## src/rtl/lpt_pkg.sv

```systemverilog
// Shared offsets and status layout for the printer port host interface.
// Assumes an 8-bit host data bus.
package lpt_pkg;
    localparam int BYTE_W   = 8;
    localparam int OFS_DATA = 0;
    localparam int OFS_STAT = 1;
    localparam int NUM_STAT_IN = 5;

    // Status byte, MSB first; bit positions are host-visible.
    typedef struct packed {
        logic       busy;
        logic       ack_n;
        logic       paper_out;
        logic       online;
        logic       err_n;
        logic [1:0] zero;
        logic       tmo;
    } stat_t;
endpackage

```

## src/rtl/lpt_sync.sv

```systemverilog
// Multi-stage synchronizer for asynchronous status pins.
// Assumes each bit is independent (no bus coherence required).
module lpt_sync #(
    parameter int W      = 5,
    parameter int STAGES = 2
) (
    input  logic         clk,
    input  logic         rst_n,
    input  logic [W-1:0] d_i,
    output logic [W-1:0] q_o
);
    logic [W-1:0] stg [STAGES];

    for (genvar s = 0; s < STAGES; s++) begin : g_stage
        if (s == 0) begin : g_first
            // First stage samples the raw pins.
            always_ff @(posedge clk) begin
                if (!rst_n) stg[s] <= '0;
                else        stg[s] <= d_i;
            end
        end else begin : g_next
            // Later stages resample the previous stage.
            always_ff @(posedge clk) begin
                if (!rst_n) stg[s] <= '0;
                else        stg[s] <= stg[s-1];
            end
        end
    end

    assign q_o = stg[STAGES-1];
endmodule

```

## src/rtl/lpt_timeout.sv

```systemverilog
// Enhanced-mode transfer timer and sticky timeout flag.
// Assumes start/ack are single-cycle pulses in the clk domain.
// A timeout that fires together with a clear leaves the flag set.
module lpt_timeout #(
    parameter int TO_CYCLES = 2000
) (
    input  logic clk,
    input  logic rst_n,
    input  logic enh_i,
    input  logic start_i,
    input  logic ack_i,
    input  logic clr_i,
    output logic flag_o
);
    localparam int CNT_W = $clog2(TO_CYCLES + 1);

    logic             active_q;
    logic [CNT_W-1:0] cnt_q;
    logic             hit;

    assign hit = enh_i && active_q && !ack_i && (cnt_q == CNT_W'(TO_CYCLES - 1));

    // Run the counter from transfer start until ack, timeout or mode exit.
    always_ff @(posedge clk) begin
        if (!rst_n) begin
            active_q <= 1'b0;
            cnt_q    <= '0;
        end else if (!enh_i || ack_i || hit) begin
            active_q <= 1'b0;
            cnt_q    <= '0;
        end else if (start_i) begin
            active_q <= 1'b1;
            cnt_q    <= '0;
        end else if (active_q) begin
            cnt_q    <= cnt_q + 1'b1;
        end
    end

    // Sticky flag: set beats clear.
    always_ff @(posedge clk) begin
        if (!rst_n)     flag_o <= 1'b0;
        else if (hit)   flag_o <= 1'b1;
        else if (clr_i) flag_o <= 1'b0;
    end

    assert_flag_needs_xfer_R6: assert property (@(posedge clk) disable iff (!rst_n)
        $rose(flag_o) |-> $past(active_q));
    assert_set_wins_R9: assert property (@(posedge clk) disable iff (!rst_n)
        (hit && clr_i) |=> flag_o);
    assert_clear_takes_R7: assert property (@(posedge clk) disable iff (!rst_n)
        (clr_i && !hit) |=> !flag_o);
    assert_no_count_compat_R6: assert property (@(posedge clk) disable iff (!rst_n)
        !enh_i |=> !active_q);
endmodule

```

## src/rtl/lpt_stat_cap.sv

```systemverilog
// Status read snapshot: passes the live status in the first read cycle,
// then holds that value until the read ends. Flags the read's trailing edge.
module lpt_stat_cap
    import lpt_pkg::*;
(
    input  logic              clk,
    input  logic              rst_n,
    input  logic              rd_i,
    input  logic [BYTE_W-1:0] live_i,
    output logic [BYTE_W-1:0] view_o,
    output logic              trail_o
);
    logic              rd_q;
    logic [BYTE_W-1:0] snap_q;

    // Remember read activity and capture the first-cycle value.
    always_ff @(posedge clk) begin
        if (!rst_n) begin
            rd_q   <= 1'b0;
            snap_q <= '0;
        end else begin
            rd_q <= rd_i;
            if (rd_i && !rd_q) snap_q <= live_i;
        end
    end

    assign view_o  = rd_q ? snap_q : live_i;
    assign trail_o = rd_q && !rd_i;

    assert_read_frozen_R4: assert property (@(posedge clk) disable iff (!rst_n)
        (rd_i && rd_q) |-> $stable(view_o));
endmodule

```

## src/rtl/lpt_host_if.sv

```systemverilog
// Host register interface of a byte-wide printer port.
// Offset 0: output byte; offset 1: status with sticky timeout flag.
// Assumes single-cycle writes and reads held for their full duration.
module lpt_host_if
    import lpt_pkg::*;
#(
    parameter int CLK_KHZ    = 200_000,
    parameter int TIMEOUT_US = 10,
    parameter int ADDR_W     = 3
) (
    input  logic              clk,
    input  logic              rst_n,
    input  logic              enh_mode_i,
    input  logic              auto_clr_sel_i,
    input  logic              bus_sel_i,
    input  logic [ADDR_W-1:0] bus_addr_i,
    input  logic              bus_wr_i,
    input  logic              bus_rd_i,
    input  logic [BYTE_W-1:0] bus_wdata_i,
    output logic [BYTE_W-1:0] bus_rdata_o,
    output logic [BYTE_W-1:0] port_data_o,
    input  logic [BYTE_W-1:0] port_data_i,
    input  logic              err_n_i,
    input  logic              online_i,
    input  logic              paper_out_i,
    input  logic              ack_n_i,
    input  logic              busy_i,
    input  logic              xfer_start_i,
    input  logic              periph_ack_i
);
    localparam int TO_CYCLES = CLK_KHZ * TIMEOUT_US / 1000;

    logic                   hit_data, hit_stat;
    logic                   wr_data, wr_stat, rd_stat;
    logic [BYTE_W-1:0]      data_q;
    logic [NUM_STAT_IN-1:0] pins_sync;
    logic                   tmo_flag, tmo_clr, trail;
    stat_t                  live_stat;
    logic [BYTE_W-1:0]      stat_view;

    assign hit_data = bus_sel_i && (bus_addr_i == ADDR_W'(OFS_DATA));
    assign hit_stat = bus_sel_i && (bus_addr_i == ADDR_W'(OFS_STAT));
    assign wr_data  = hit_data && bus_wr_i;
    assign wr_stat  = hit_stat && bus_wr_i;
    assign rd_stat  = hit_stat && bus_rd_i;

    // Output byte register.
    always_ff @(posedge clk) begin
        if (!rst_n)       data_q <= '0;
        else if (wr_data) data_q <= bus_wdata_i;
    end
    assign port_data_o = data_q;

    lpt_sync #(.W(NUM_STAT_IN), .STAGES(2)) u_sync (
        .clk   (clk),
        .rst_n (rst_n),
        .d_i   ({busy_i, ack_n_i, paper_out_i, online_i, err_n_i}),
        .q_o   (pins_sync)
    );

    // Assemble the live status byte.
    always_comb begin
        live_stat.busy      = pins_sync[4];
        live_stat.ack_n     = pins_sync[3];
        live_stat.paper_out = pins_sync[2];
        live_stat.online    = pins_sync[1];
        live_stat.err_n     = pins_sync[0];
        live_stat.zero      = 2'b00;
        live_stat.tmo       = tmo_flag;
    end

    lpt_stat_cap u_cap (
        .clk     (clk),
        .rst_n   (rst_n),
        .rd_i    (rd_stat),
        .live_i  (live_stat),
        .view_o  (stat_view),
        .trail_o (trail)
    );

    assign tmo_clr = auto_clr_sel_i ? trail : (wr_stat && bus_wdata_i[0]);

    lpt_timeout #(.TO_CYCLES(TO_CYCLES)) u_tmo (
        .clk     (clk),
        .rst_n   (rst_n),
        .enh_i   (enh_mode_i),
        .start_i (xfer_start_i),
        .ack_i   (periph_ack_i),
        .clr_i   (tmo_clr),
        .flag_o  (tmo_flag)
    );

    // Read data mux.
    always_comb begin
        bus_rdata_o = '0;
        if (bus_sel_i && bus_rd_i) begin
            if (bus_addr_i == ADDR_W'(OFS_DATA))
                bus_rdata_o = enh_mode_i ? data_q : port_data_i;
            else if (bus_addr_i == ADDR_W'(OFS_STAT))
                bus_rdata_o = stat_view;
        end
    end

    assert_data_latch_R2: assert property (@(posedge clk) disable iff (!rst_n)
        wr_data |=> (port_data_o == $past(bus_wdata_i)));
    assert_other_ofs_ignored_R10: assert property (@(posedge clk) disable iff (!rst_n)
        (bus_wr_i && !wr_data) |=> $stable(port_data_o));
    assert_stat_zero_bits_R5: assert property (@(posedge clk) disable iff (!rst_n)
        rd_stat |-> (bus_rdata_o[2:1] == 2'b00));
    assert_idle_rdata_R10: assert property (@(posedge clk) disable iff (!rst_n)
        !(bus_sel_i && bus_rd_i) |-> (bus_rdata_o == '0));
endmodule

```

## config.mk

```make
export PLATFORM = sky130hd
export DESIGN_NAME = lpt_host_if
export DESIGN_NICKNAME = d
export VERILOG_FILES = /design/src/rtl/lpt_pkg.sv /design/src/rtl/lpt_sync.sv /design/src/rtl/lpt_timeout.sv /design/src/rtl/lpt_stat_cap.sv /design/src/rtl/lpt_host_if.sv
export SDC_FILE = /design/constraint.sdc
export NUM_CORES = 1
export LEC_CHECK = 0
export BUFFER_PORTS_ARGS = -buffer_cell sky130_fd_sc_hd__buf_2
export CORE_MARGIN = 8
export CORE_UTILIZATION = 50
export DETAILED_ROUTE_END_ITERATION = 16
export PLACE_DENSITY = 0.8
export SETUP_SLACK_MARGIN = 0.4
export SLEW_MARGIN = 20
export SYNTH_ARGS = -nofsm -noshare
export SYNTH_HDL_FRONTEND = slang
export SYNTH_SLANG_ARGS = --single-unit
```

## constraint.sdc

```tcl
create_clock -name clk -period 2 [get_ports clk]
set_input_delay 0.3 -clock clk [delete_from_list [all_inputs] [get_ports clk]]
set_output_delay 0.3 -clock clk [all_outputs]
set_load 0.03 [all_outputs]
```

* Word level (Yosys, flattened, before mapping)
Memories as Yosys holds them, arrays and structs flattened. Cells that the tools add are included.
Operators by class: add/sub/neg operators 1, equal/unequal tests 2, multiplexer cells 12, bitwise logic cells 3, reductions and logical operators 22
Operators with widths (number):
- two-way mux 8 bit | 5
- logical AND 1 bit | 12
- adder 11 x 1 -> 11 bit (second input constant) | 1
- == test 11 bit (second input constant) | 1
- two-way mux 5 bit | 2
- two-way mux 1 bit | 5
- logical NOT 1 bit | 4
- == test 3 x 1 -> 1 bit (second input constant) | 1
- logical NOT 3 bit | 1
- OR reduction 3 bit | 1
- logical OR 1 bit | 2
- bitwise OR 1 bit | 2
- nonzero test 2 bit | 1
- OR reduction 2 bit | 1
- NOT 1 bit | 1
Word-level totals: bits in registers 28, RAM bits 10, bits of input ports 33, output and inout bits 16, logic and storage cells 47, memories 1
Memories:
- u_sync.stg | depth 2, width 5, rd ports 2, clocked after memory_dff 0, write ports 2, RTL line lpt_sync.sv:12 | logic [W-1:0] stg [STAGES];

* Longest topological paths before layout
Gate-level depths: netlist of the first run.
depth in word-level cells 8, gate-level depth with buffers 5

* Modules after synthesis
Synthesis of the first run repeated with hierarchy kept, for this count alone.
Second synthesis, totals: cells, all modules 193, area total of the unflattened synthesis 1916.8 µm²
By module, submodules not included:
- lpt_timeout | instances 1, cells each 64, area an instance 618.1 µm²
- lpt_host_if | instances 1, cells each 61, area an instance 564.3 µm²
- lpt_stat_cap | instances 1, cells each 48, area an instance 471.7 µm²
- lpt_sync | instances 1, cells each 20, area an instance 262.8 µm²

* Least setup slack after synthesis of the first run
Ideal clock, no wire load.
path type input to output, start in bus_addr_i[0], end out bus_rdata_o[6], arrival 1.398 ns, data required time 1.700 ns, setup slack 0.302 ns, stages 3, path buffers 0, cell sequence nor2_1 nand2_1 o22ai_1
On the way: cells in the longest elaborated chain, start to end 4, elaborated cells on any way between the ends 5
RTL lines:
- start: declaration | RTL line lpt_host_if.sv:16 | input logic [ADDR_W-1:0] bus_addr_i,
- == test 3 x 1 -> 1 bit | RTL line lpt_host_if.sv:99 | else if (bus_addr_i == ADDR_W'(OFS_STAT))
- two-way mux 8 bit | RTL line lpt_host_if.sv:99
- two-way mux 8 bit (*) | RTL line lpt_host_if.sv:97 | if (bus_addr_i == ADDR_W'(OFS_DATA))
- two-way mux 8 bit (*) | RTL line lpt_host_if.sv:96 | if (bus_sel_i && bus_rd_i) begin
- end: declaration | RTL line lpt_host_if.sv:20 | output logic [BYTE_W-1:0] bus_rdata_o,
Mark *: on every way between the ends. The rest lies on a longest branch, timed or not.

* Worst setup path in the final report of the first run
start reg u_cap.rd_q, end out bus_rdata_o[7]
On the way: cells in the longest elaborated chain, start to end 4
RTL lines:
- start: declaration | RTL line lpt_stat_cap.sv:13 | logic rd_q;
- start signal: assignment | RTL line lpt_stat_cap.sv:22 | rd_q <= rd_i;
- two-way mux 8 bit | RTL line lpt_stat_cap.sv:27 | assign view_o = rd_q ? snap_q : live_i;
- two-way mux 8 bit | RTL line lpt_host_if.sv:99
- two-way mux 8 bit | RTL line lpt_host_if.sv:97
- two-way mux 8 bit | RTL line lpt_host_if.sv:96
Every way passes these cells.

==> results.yml, run 1 <==
synthesis:
  synth_sequential_area_ratio_pct: 45.1
  synth-seq-cells: 38
  synth.area.top_cells: "dfxtp_1 45%, mux2i_1 12%, a21oi_1 4.5%"
  synthSimpleGateAreaFrac_pct: 24.1
  synthMuxAreaShare_pct: 12.5
  synth_cells: 182
  yosysWarnings: 0
  synth_fa_ha_area_share_pct: 0.742
  synthesis.area_um2: 1690
  yosys.area.top_type: "dfxtp_1"
  syn_avg_cell_area_um2: 9.27
  synth_top_family_by_area: "simple AND/OR/NAND/NOR gates"
  synth_compound_area_share_pct: 12.8
  yosysUniqueCellTypes: 32
  syn_nets: 216
  synth-xor-area-share_pct: 2.08
  synth_top_area_share_pct: 45.1
clocking:
  cts_buffer_depth: 2
  hold_buffers: 0
  cts_root_buffer: "clkbuf_4"
  cts_made_buffers: 5
  cts_tree: "built"
  clk_pin_slew_worst_paths_ns: 0.12
  htreeDepth: 2
  clock_sinks: 38
  clk_latency_ns: 0.34
min_path:
  hp-start: "paper_out_i"
  hold_class: "primary input to register"
  hold_path_depth: 2
  holdPathEnd: "u_sync.stg[0][2]$_SDFF_PN0_"
worst_setup_path:
  rrSetupSlack_ns: 0.46
  cp-start-kind: "register"
  critPathKind: "register to primary output"
  r2r_start: "u_tmo.cnt_q[0]$_SDFFE_PP0P_"
  r2r-end: "u_tmo.cnt_q[4]$_SDFFE_PP0P_"
  cp_max_fo: 7
  worst_path_largest_cell_delay_ns: 0.43
  worstPathArrival_ns: 1.32
  r2r.worst_path.cells: 5
  worst_setup_path_end_kind: "primary output"
  cp_slowest_cell: "dfxtp_4"
  critical_path_required_ns: 1.70
  path_cells: "mux2i_1 -> o22ai_1 -> buf_4"
drt:
  drt-initial-drc-count: 99
  drc_errors: 0
  avgViaCountPerCell: 5.27
  ant_nets: 0
  wire_per_inst_um: 13.7
  routed_wl_mm: 3.92
  dr.pass1.iters: 4
  num_vias: 1503
global_route:
  grt_pass1_wl_mm: 6.07
  grt_pass1_vias: 1382
  grt.total_usage_pct: 14.2
  gr-total-overflow: 0
  grt_max_degree: 22
  antenna_found_initial: 0
sta:
  final.min_clock_period_ns: 1.62
  tightest_slew_ns: 0.374
  relSlewSlack_pct: 75.1
  hold_viol: 0
  clock-skew-final_ns: 0.00545
  slew_violations: 0
  fmax_ghz: 0.617
  finalSetupTns_ns: 0
  period_share_pct: 81.1
  setup_viol: 0
  rsz0062_at_grt: "yes"
power_and_ir_drop:
  powerDensity_nw_per_um2: 714
  leakagePower_nw: 0.853
  vdd_ir_drop_max_uv: 613
final_layout:
  diodes: 0
  design_area_um2: 2160
  layout_common_cells: "42 x buf_2, 35 x dfxtp_1, 21 x mux2i_1, 17 x nand2_1, 16 x buf_4"
  syn_to_final_growth_pct: 28.0
  final_layout_size_suffix_gt1_share_pct: 33.5
  final-seq-area_um2: 767
  fillCellCount: 281
  final_common_cell: "buf_2"
  fin_nets: 272
  multi_input_area_um2: 893
die:
  row_count: 21
  die_width_um: 74.1
  io_pins: 49
  initial_core_util_pct: 51.4
  core-area_um2: 3280
  die-area_um2: 5490
  die-height_um: 74.1
place:
  gp_congestion: 0.807
  io_buffer_count: 48
  hpwl_mm: 2.94
  place_area_um2: 1970
status:
  status: "completed"
run:
  drv_cap: 0
[logic make-up (layout without fill, tap and decap cells)]
| family | count (synthesis) | after routing |
|---|---|---|
| AO/OA/AOI/OAI | 37 | 37 |
| XOR/XNOR | 4 | 4 |
| adder cells (fa/ha/maj) | 1 | 1 |
| buffers and inverters | 10 | 67 |
| flip-flops | 38 | 38 |
| multiplexers | 21 | 21 |
| AND/OR/NAND/NOR | 71 | 71 |
[timing repair]
item / in CTS / in global routing
endpoints found under the setup margin: 6 / 19
gates resized for setup: 6 / 11
pin swaps: 0 / 1
hold endpoints to repair: 0 / 0
buffers inserted: 1 / 5
[cell usage after synthesis]
cell,count
a21oi_1,15
and2_1,10
and3b_1,3
and4b_1,1
and4bb_2,1
buf_2,4
buf_4,1
clkbuf_1,4
clkinv_1,1
dfxtp_1,38
ha_1,1
mux2i_1,21
nand2_1,19
nand2b_1,1
nand3_1,10
nand3b_1,2
nand4_1,3
nand4_4,1
nor2_1,10
nor2b_1,1
nor3b_2,1
o21ai_0,11
o22ai_1,6
o31ai_1,3
o32ai_1,1
o41ai_2,1
or2_2,1
or3_1,2
or3_2,1
or4_1,4
xnor2_1,1
xor2_1,3
[worst max-delay path, delay by kind of cell, from the launching register on]
| kind | cells | cell delay [ns] |
|---|---|---|
| AOI/OAI and AO/OA | 1 | 0.12 |
| buffers and inverters | 1 | 0.18 |
| DFF | 1 | 0.43 |
| muxes | 1 | 0.25 |
[sequential cells by signal, summed over array words and instances (netlist names)]
signal,count
u_tmo.cnt_q,11
u_tmo.active_q,1
u_cap.snap_q,6
u_tmo.flag_o,1
u_cap.rd_q,1
port_data_o,8
u_sync.stg,10
[how the worst max path moves through the flow]
stage               depth (start not counted)                   from  slack, ns        endpoint
floorplan                                   3          bus_addr_i[0]       0.30  bus_rdata_o[6]
global placement                            5          bus_addr_i[2]       0.42  bus_rdata_o[3]
detailed placement                          5          bus_addr_i[2]       0.41  bus_rdata_o[3]
CTS                                         3  u_cap.rd_q$_SDFF_PN0_       0.37  bus_rdata_o[0]
global route                                3  u_cap.rd_q$_SDFF_PN0_       0.33  bus_rdata_o[7]
finish                                      3  u_cap.rd_q$_SDFF_PN0_       0.38  bus_rdata_o[7]
[where the power goes]
part,internal (mW),total [mW],switching (mW)
Sequential,0.768,0.775,0.00667
Clock,0.391,0.657,0.266
Combinational,0.0530,0.110,0.0572
Total,1.21,1.54,0.330
[per-layer routing]
metal | share of wire (%) | wire, um | track usage, %
met5 | 0 | 0 | 0
met4 | 1.2 | 46 | 7.98
met3 | 9.7 | 381 | 4.31
met2 | 48 | 1860 | 22.9
met1 | 42 | 1630 | 16.2
[per-stage QoR]
stage                     instances  hold slack (ns)  util [%]  power, mW  setup WS [ns]
after floorplan                 182            0.412         -      0.851          0.302
after global placement          271            0.416      60.0      0.899          0.418
after detailed placement        271            0.426      60.0      0.901          0.409
after CTS                       280            0.136      63.9       1.55          0.374
after global routing            285            0.130      65.7       1.60          0.329
final                           285            0.149      65.7       1.54          0.379
[cell type report]
class	count	area share (%)
well taps	46	2.67
multi-input cells	134	41.4
inverters	1	0.174
clock inverters	3	3.19
repair buffers	58	15.3
flip-flops and latches	38	35.5
clock buffers	5	1.74
No activity file was read; power rests on OpenSTA's default activity.
==> run 2, diff against run 1 <==
clock period = 1.62 ns   (was 2 ns; I/O delays follow)
==> results.yml, run 2 (synthesis gave the netlist of run 1 again) <==
drt:
  ant_nets: 0
  drt-initial-drc-count: 53
  wire_per_inst_um: 16.0
  avgViaCountPerCell: 5.46
  dr.pass1.iters: 4
  routed_wl_mm: 4.69
  num_vias: 1599
  drc_errors: 0
final_layout:
  layout_common_cells: "36 x buf_2, 22 x dfxtp_1, 17 x nand2_1, 15 x buf_4, 14 x dfxtp_2"
  final_common_cell: "buf_2"
  fin_util_pct: 78.0
  final_cell_count_no_fill: 293
  fin_nets: 280
  largest_reg_flops: 11
  syn_to_final_growth_pct: 51.9
  diodes: 0
  regMostFlops: "u_tmo.cnt_q"
  final_layout_size_suffix_gt1_share_pct: 54.3
  design_area_um2: 2560
power_and_ir_drop:
  p_clk_share_pct: 31.1
  power.total_mw: 1.66
  p_int_mw: 1.25
  vdd_ir_drop_max_uv: 456
  p_sw_share_pct: 24.8
  p_sw_uw: 412
  comb_power_share_pct: 11.1
  powerDensity_nw_per_um2: 647
  p_seq_share_pct: 57.8
  leakagePower_nw: 0.926
sta:
  hold_viol: 0
  final.min_clock_period_ns: 1.63
  slew_violations: 0
  setup_slack_ns: -0.0149
  fmax_ghz: 0.612
  whs_ns: 0.105
  clock-skew-final_ns: 0.0118
  setup_viol: 4
  relSlewSlack_pct: 76.6
  tightest_slew_ns: 0.350
  finalSetupTns_ns: -0.0352
  period_share_pct: 101
  rsz0062_at_grt: "yes"
place:
  place_area_um2: 2100
  place_inst: 271
  io_buffer_count: 48
  hpwl_mm: 3.03
  post-place-ws_ns: 0.103
  gp_congestion: 0.795
worst_setup_path:
  crit_cells: 3
  critical_path_required_ns: 1.38
  cp-start-kind: "register"
  path_cells: "mux2i_4 -> o22ai_4 -> buf_6"
  worst_setup_path_end_kind: "primary output"
  critPathKind: "register to primary output"
  timing.critical_path.buf_inv: 1
  r2r-end: "u_tmo.cnt_q[8]$_SDFFE_PP0P_"
  r2r.worst_path.cells: 5
  rrSetupSlack_ns: 0.19
  r2r_start: "u_tmo.cnt_q[8]$_SDFFE_PP0P_"
  worstPathArrival_ns: 1.39
  cp_slowest_cell: "dfxtp_4"
  worst_path_largest_cell_delay_ns: 0.51
  crit_family: "flip-flops"
  cp_max_fo: 8
global_route:
  grtUsageMet3_pct: 4.45
  gr-total-overflow: 0
  busiest_layer: "met2"
  grt_pass1_wl_mm: 7.38
  gr-usage-met2_pct: 32.8
  grt_max_degree: 15
  antenna_found_initial: 0
  gr-usage-met1_pct: 17.1
  grt_pass1_vias: 1682
  grt.total_usage_pct: 17.5
clocking:
  cts_tree: "built"
  cts_buffer_depth: 2
  clk_pin_slew_worst_paths_ns: 0.11
  cts_root_buffer: "clkbuf_4"
  clk_latency_ns: 0.34
  clock_sinks: 38
  htreeDepth: 2
  cts_made_buffers: 5
min_path:
  hp-start: "ack_n_i"
  hold_path_depth: 2
  holdPathEnd: "u_sync.stg[0][3]$_SDFF_PN0_"
  hold_class: "primary input to register"
die:
  initial_core_util_pct: 51.4
  die-area_um2: 5490
  die_width_um: 74.1
  io_pins: 49
  core-area_um2: 3280
  row_count: 21
  die-height_um: 74.1
status:
  status: "finished with violations"
  violations: "negative setup slack"
run:
  drv_cap: 0
==> run 2: cell types whose count changed in the layout (fill, tap and decap cells not counted), moves of 4 or more <==
cell and change:
a21oi_2 +6, nor2_4 +4, buf_2 -6, o22ai_4 +6, nor2_1 -7, dfxtp_1 -13
a21oi_1 -6, buf_6 +11, dfxtp_2 +12, o22ai_1 -6, mux2i_1 -8, mux2i_4 +7
==> run 2: how the worst max path moves through the flow <==
stage                                         endpoint  slack, ns                        start
after global placement                  bus_rdata_o[5]       0.12                bus_addr_i[0]
after CTS                               bus_rdata_o[6]      -0.01        u_cap.rd_q$_SDFF_PN0_
after floorplan           u_tmo.cnt_q[10]$_SDFFE_PP0P_       0.32  u_tmo.cnt_q[1]$_SDFFE_PP0P_
after detailed placement                bus_rdata_o[7]       0.10                bus_addr_i[0]
after global routing                    bus_rdata_o[3]      -0.08        u_cap.rd_q$_SDFF_PN0_
final                                   bus_rdata_o[3]      -0.01        u_cap.rd_q$_SDFF_PN0_
==> run 2: routing by layer <==
metal,up-vias,wire [um]
met3,12,353
met5,-,0
met1,756,1860
li1,780,-
met4,0,96
met2,51,2380
==> run 2: timing repair <==
item                       CTS  global route
resized for setup           46            31
pin swaps                   16             4
setup endpoints to repair   21            29
hold buffers                 0             0
gates cloned                 1             0
buffers inserted             9             4
==> run 2: cell type report <==
class / instances / area [um2]
Clock inverter: 1 / 5.00
Tap cell: 46 / 57.6
Timing Repair Buffer: 66 / 459
Inverter: 1 / 3.75
Clock buffer: 7 / 55.1
Sequential cell: 38 / 786
Multi-Input combinational cell: 134 / 1200
Fill cell: 210 / 722
==> run 2: power by group through the flow <==
stage | Clock (mW) | Sequential, mW | Combinational (mW)
after floorplan | 0 | 0.980 | 0.0897
after global placement | 0 | 0.978 | 0.150
after detailed placement | 0 | 0.979 | 0.153
after CTS | 0.521 | 0.959 | 0.167
after global routing | 0.574 | 0.961 | 0.198
final | 0.515 | 0.958 | 0.185
==> run 3, diff against run 2 <==
SETUP_SLACK_MARGIN = 0.15   (was 0.4)
==> results.yml, run 3 (synthesis gave the netlist of run 1 again) <==
status:
  status: "completed"
min_path:
  hold_path_depth: 2
  hold_class: "primary input to register"
  hp-start: "ack_n_i"
sta:
  rsz0062_at_grt: "yes"
  final.min_clock_period_ns: 1.56
  relSlewSlack_pct: 76.1
  whs_ns: 0.0906
  clock-skew-final_ns: 0.00856
  hold_viol: 0
  finalSetupTns_ns: 0
  tightest_slew_ns: 0.358
  slew_violations: 0
  fmax_ghz: 0.641
  period_share_pct: 96.3
  setup_viol: 0
place:
  gp_congestion: 0.906
  io_buffer_count: 48
  hpwl_mm: 2.92
  place_area_um2: 1980
global_route:
  gr-total-overflow: 0
  grt_pass1_vias: 1409
  grt_pass1_wl_mm: 6.27
  grt.total_usage_pct: 14.8
  grt_max_degree: 18
  antenna_found_initial: 0
worst_setup_path:
  critPathKind: "register to primary output"
  cp_max_fo: 7
  cp-startpoint: "u_cap.rd_q$_SDFF_PN0_"
  worst_setup_path_end_kind: "primary output"
  cp-start-kind: "register"
  worstPathArrival_ns: 1.32
  r2r.worst_path.cells: 4
  critical_path_required_ns: 1.38
  r2r_start: "u_tmo.cnt_q[0]$_SDFFE_PP0P_"
clocking:
  htreeDepth: 2
  hold_buffers: 0
  cts_tree: "built"
  clock_sinks: 38
  clk_pin_slew_worst_paths_ns: 0.12
  cts_made_buffers: 5
  clk_latency_ns: 0.34
  cts_root_buffer: "clkbuf_4"
  cts_buffer_depth: 2
final_layout:
  final_layout_size_suffix_gt1_share_pct: 34.2
  fin_util_pct: 66.0
  regMostFlops: "u_tmo.cnt_q"
  fillCellCount: 270
  syn_to_final_growth_pct: 28.5
  largest_reg_flops: 11
  final_common_cell: "buf_2"
  design_area_um2: 2170
  layout_common_cells: "42 x buf_2, 32 x dfxtp_1, 21 x mux2i_1, 17 x nand2_1, 15 x a21oi_1"
  fin_nets: 270
  diodes: 0
die:
  die-height_um: 74.1
  core-area_um2: 3280
  die_width_um: 74.1
  row_count: 21
  initial_core_util_pct: 51.4
  die-area_um2: 5490
  io_pins: 49
drt:
  drc_errors: 0
  num_vias: 1514
  drt-initial-drc-count: 130
  dr.pass1.iters: 4
  avgViaCountPerCell: 5.35
  wire_per_inst_um: 13.9
  routed_wl_mm: 3.94
  ant_nets: 0
power_and_ir_drop:
  powerDensity_nw_per_um2: 876
  power.total_mw: 1.90
  vdd_ir_drop_max_uv: 451
  leakagePower_nw: 0.848
run:
  drv_cap: 0
==> run 3: worst paths after layout <==
| path | endpoint | slack, ns |
|---|---|---|
| max | bus_rdata_o[3] | 0.06 |
| min | u_sync.stg[0][3]$_SDFF_PN0_ | 0.09 |
| max reg2reg | u_tmo.cnt_q[8]$_SDFFE_PP0P_ | 0.20 |
| min reg2reg | u_sync.stg[1][4]$_SDFF_PN0_ | 0.43 |
==> run 3: power by group <==
group          switching [mW]  leakage (nW)  internal (mW)
Sequential            0.00838         0.312          0.948
Combinational          0.0708         0.480         0.0659
Clock                   0.323        0.0554          0.483
Total                   0.402         0.848           1.50
==> run 3: worst max-delay path, cell delays in order (launching register included) <==
cell,delay [ns]
dfxtp_4,0.40
mux2i_1,0.13
o22ai_1,0.22
buf_4,0.21
==> run 3: routing by layer <==
metal  track usage (%)  share of wire, %  wire [um]
met5                 0                 0          0
met1              15.9                41       1610
met3              5.66               9.9        389
met2              25.2                47       1860
met4              6.65               2.0         77
==> run 3: final cells by class <==
type | count | area (um2) | share of cell area (%)
Clock inverter | 3 | 68.8 | 3.18
Tap cell | 46 | 57.6 | 2.66
Multi-Input combinational cell | 134 | 913 | 42.1
Inverter | 1 | 3.75 | 0.173
Timing Repair Buffer | 56 | 315 | 14.5
Clock buffer | 5 | 37.5 | 1.73
Sequential cell | 38 | 771 | 35.6
==> run 3: stage by stage <==
stage	worst slack, ns	cells
floorplan	0.0356	182
global placement	0.0843	272
detailed placement	0.0619	272
CTS	0.0825	283
global route	0.00368	283
finish	0.0607	283
==> run 3: what timing repair did <==
| item | 4_1_cts | 5_1_grt |
|---|---|---|
| pin swaps | 1 | 1 |
| endpoints found under the setup margin | 18 | 13 |
| buffers inserted | 3 | 0 |
| resized for setup | 11 | 8 |
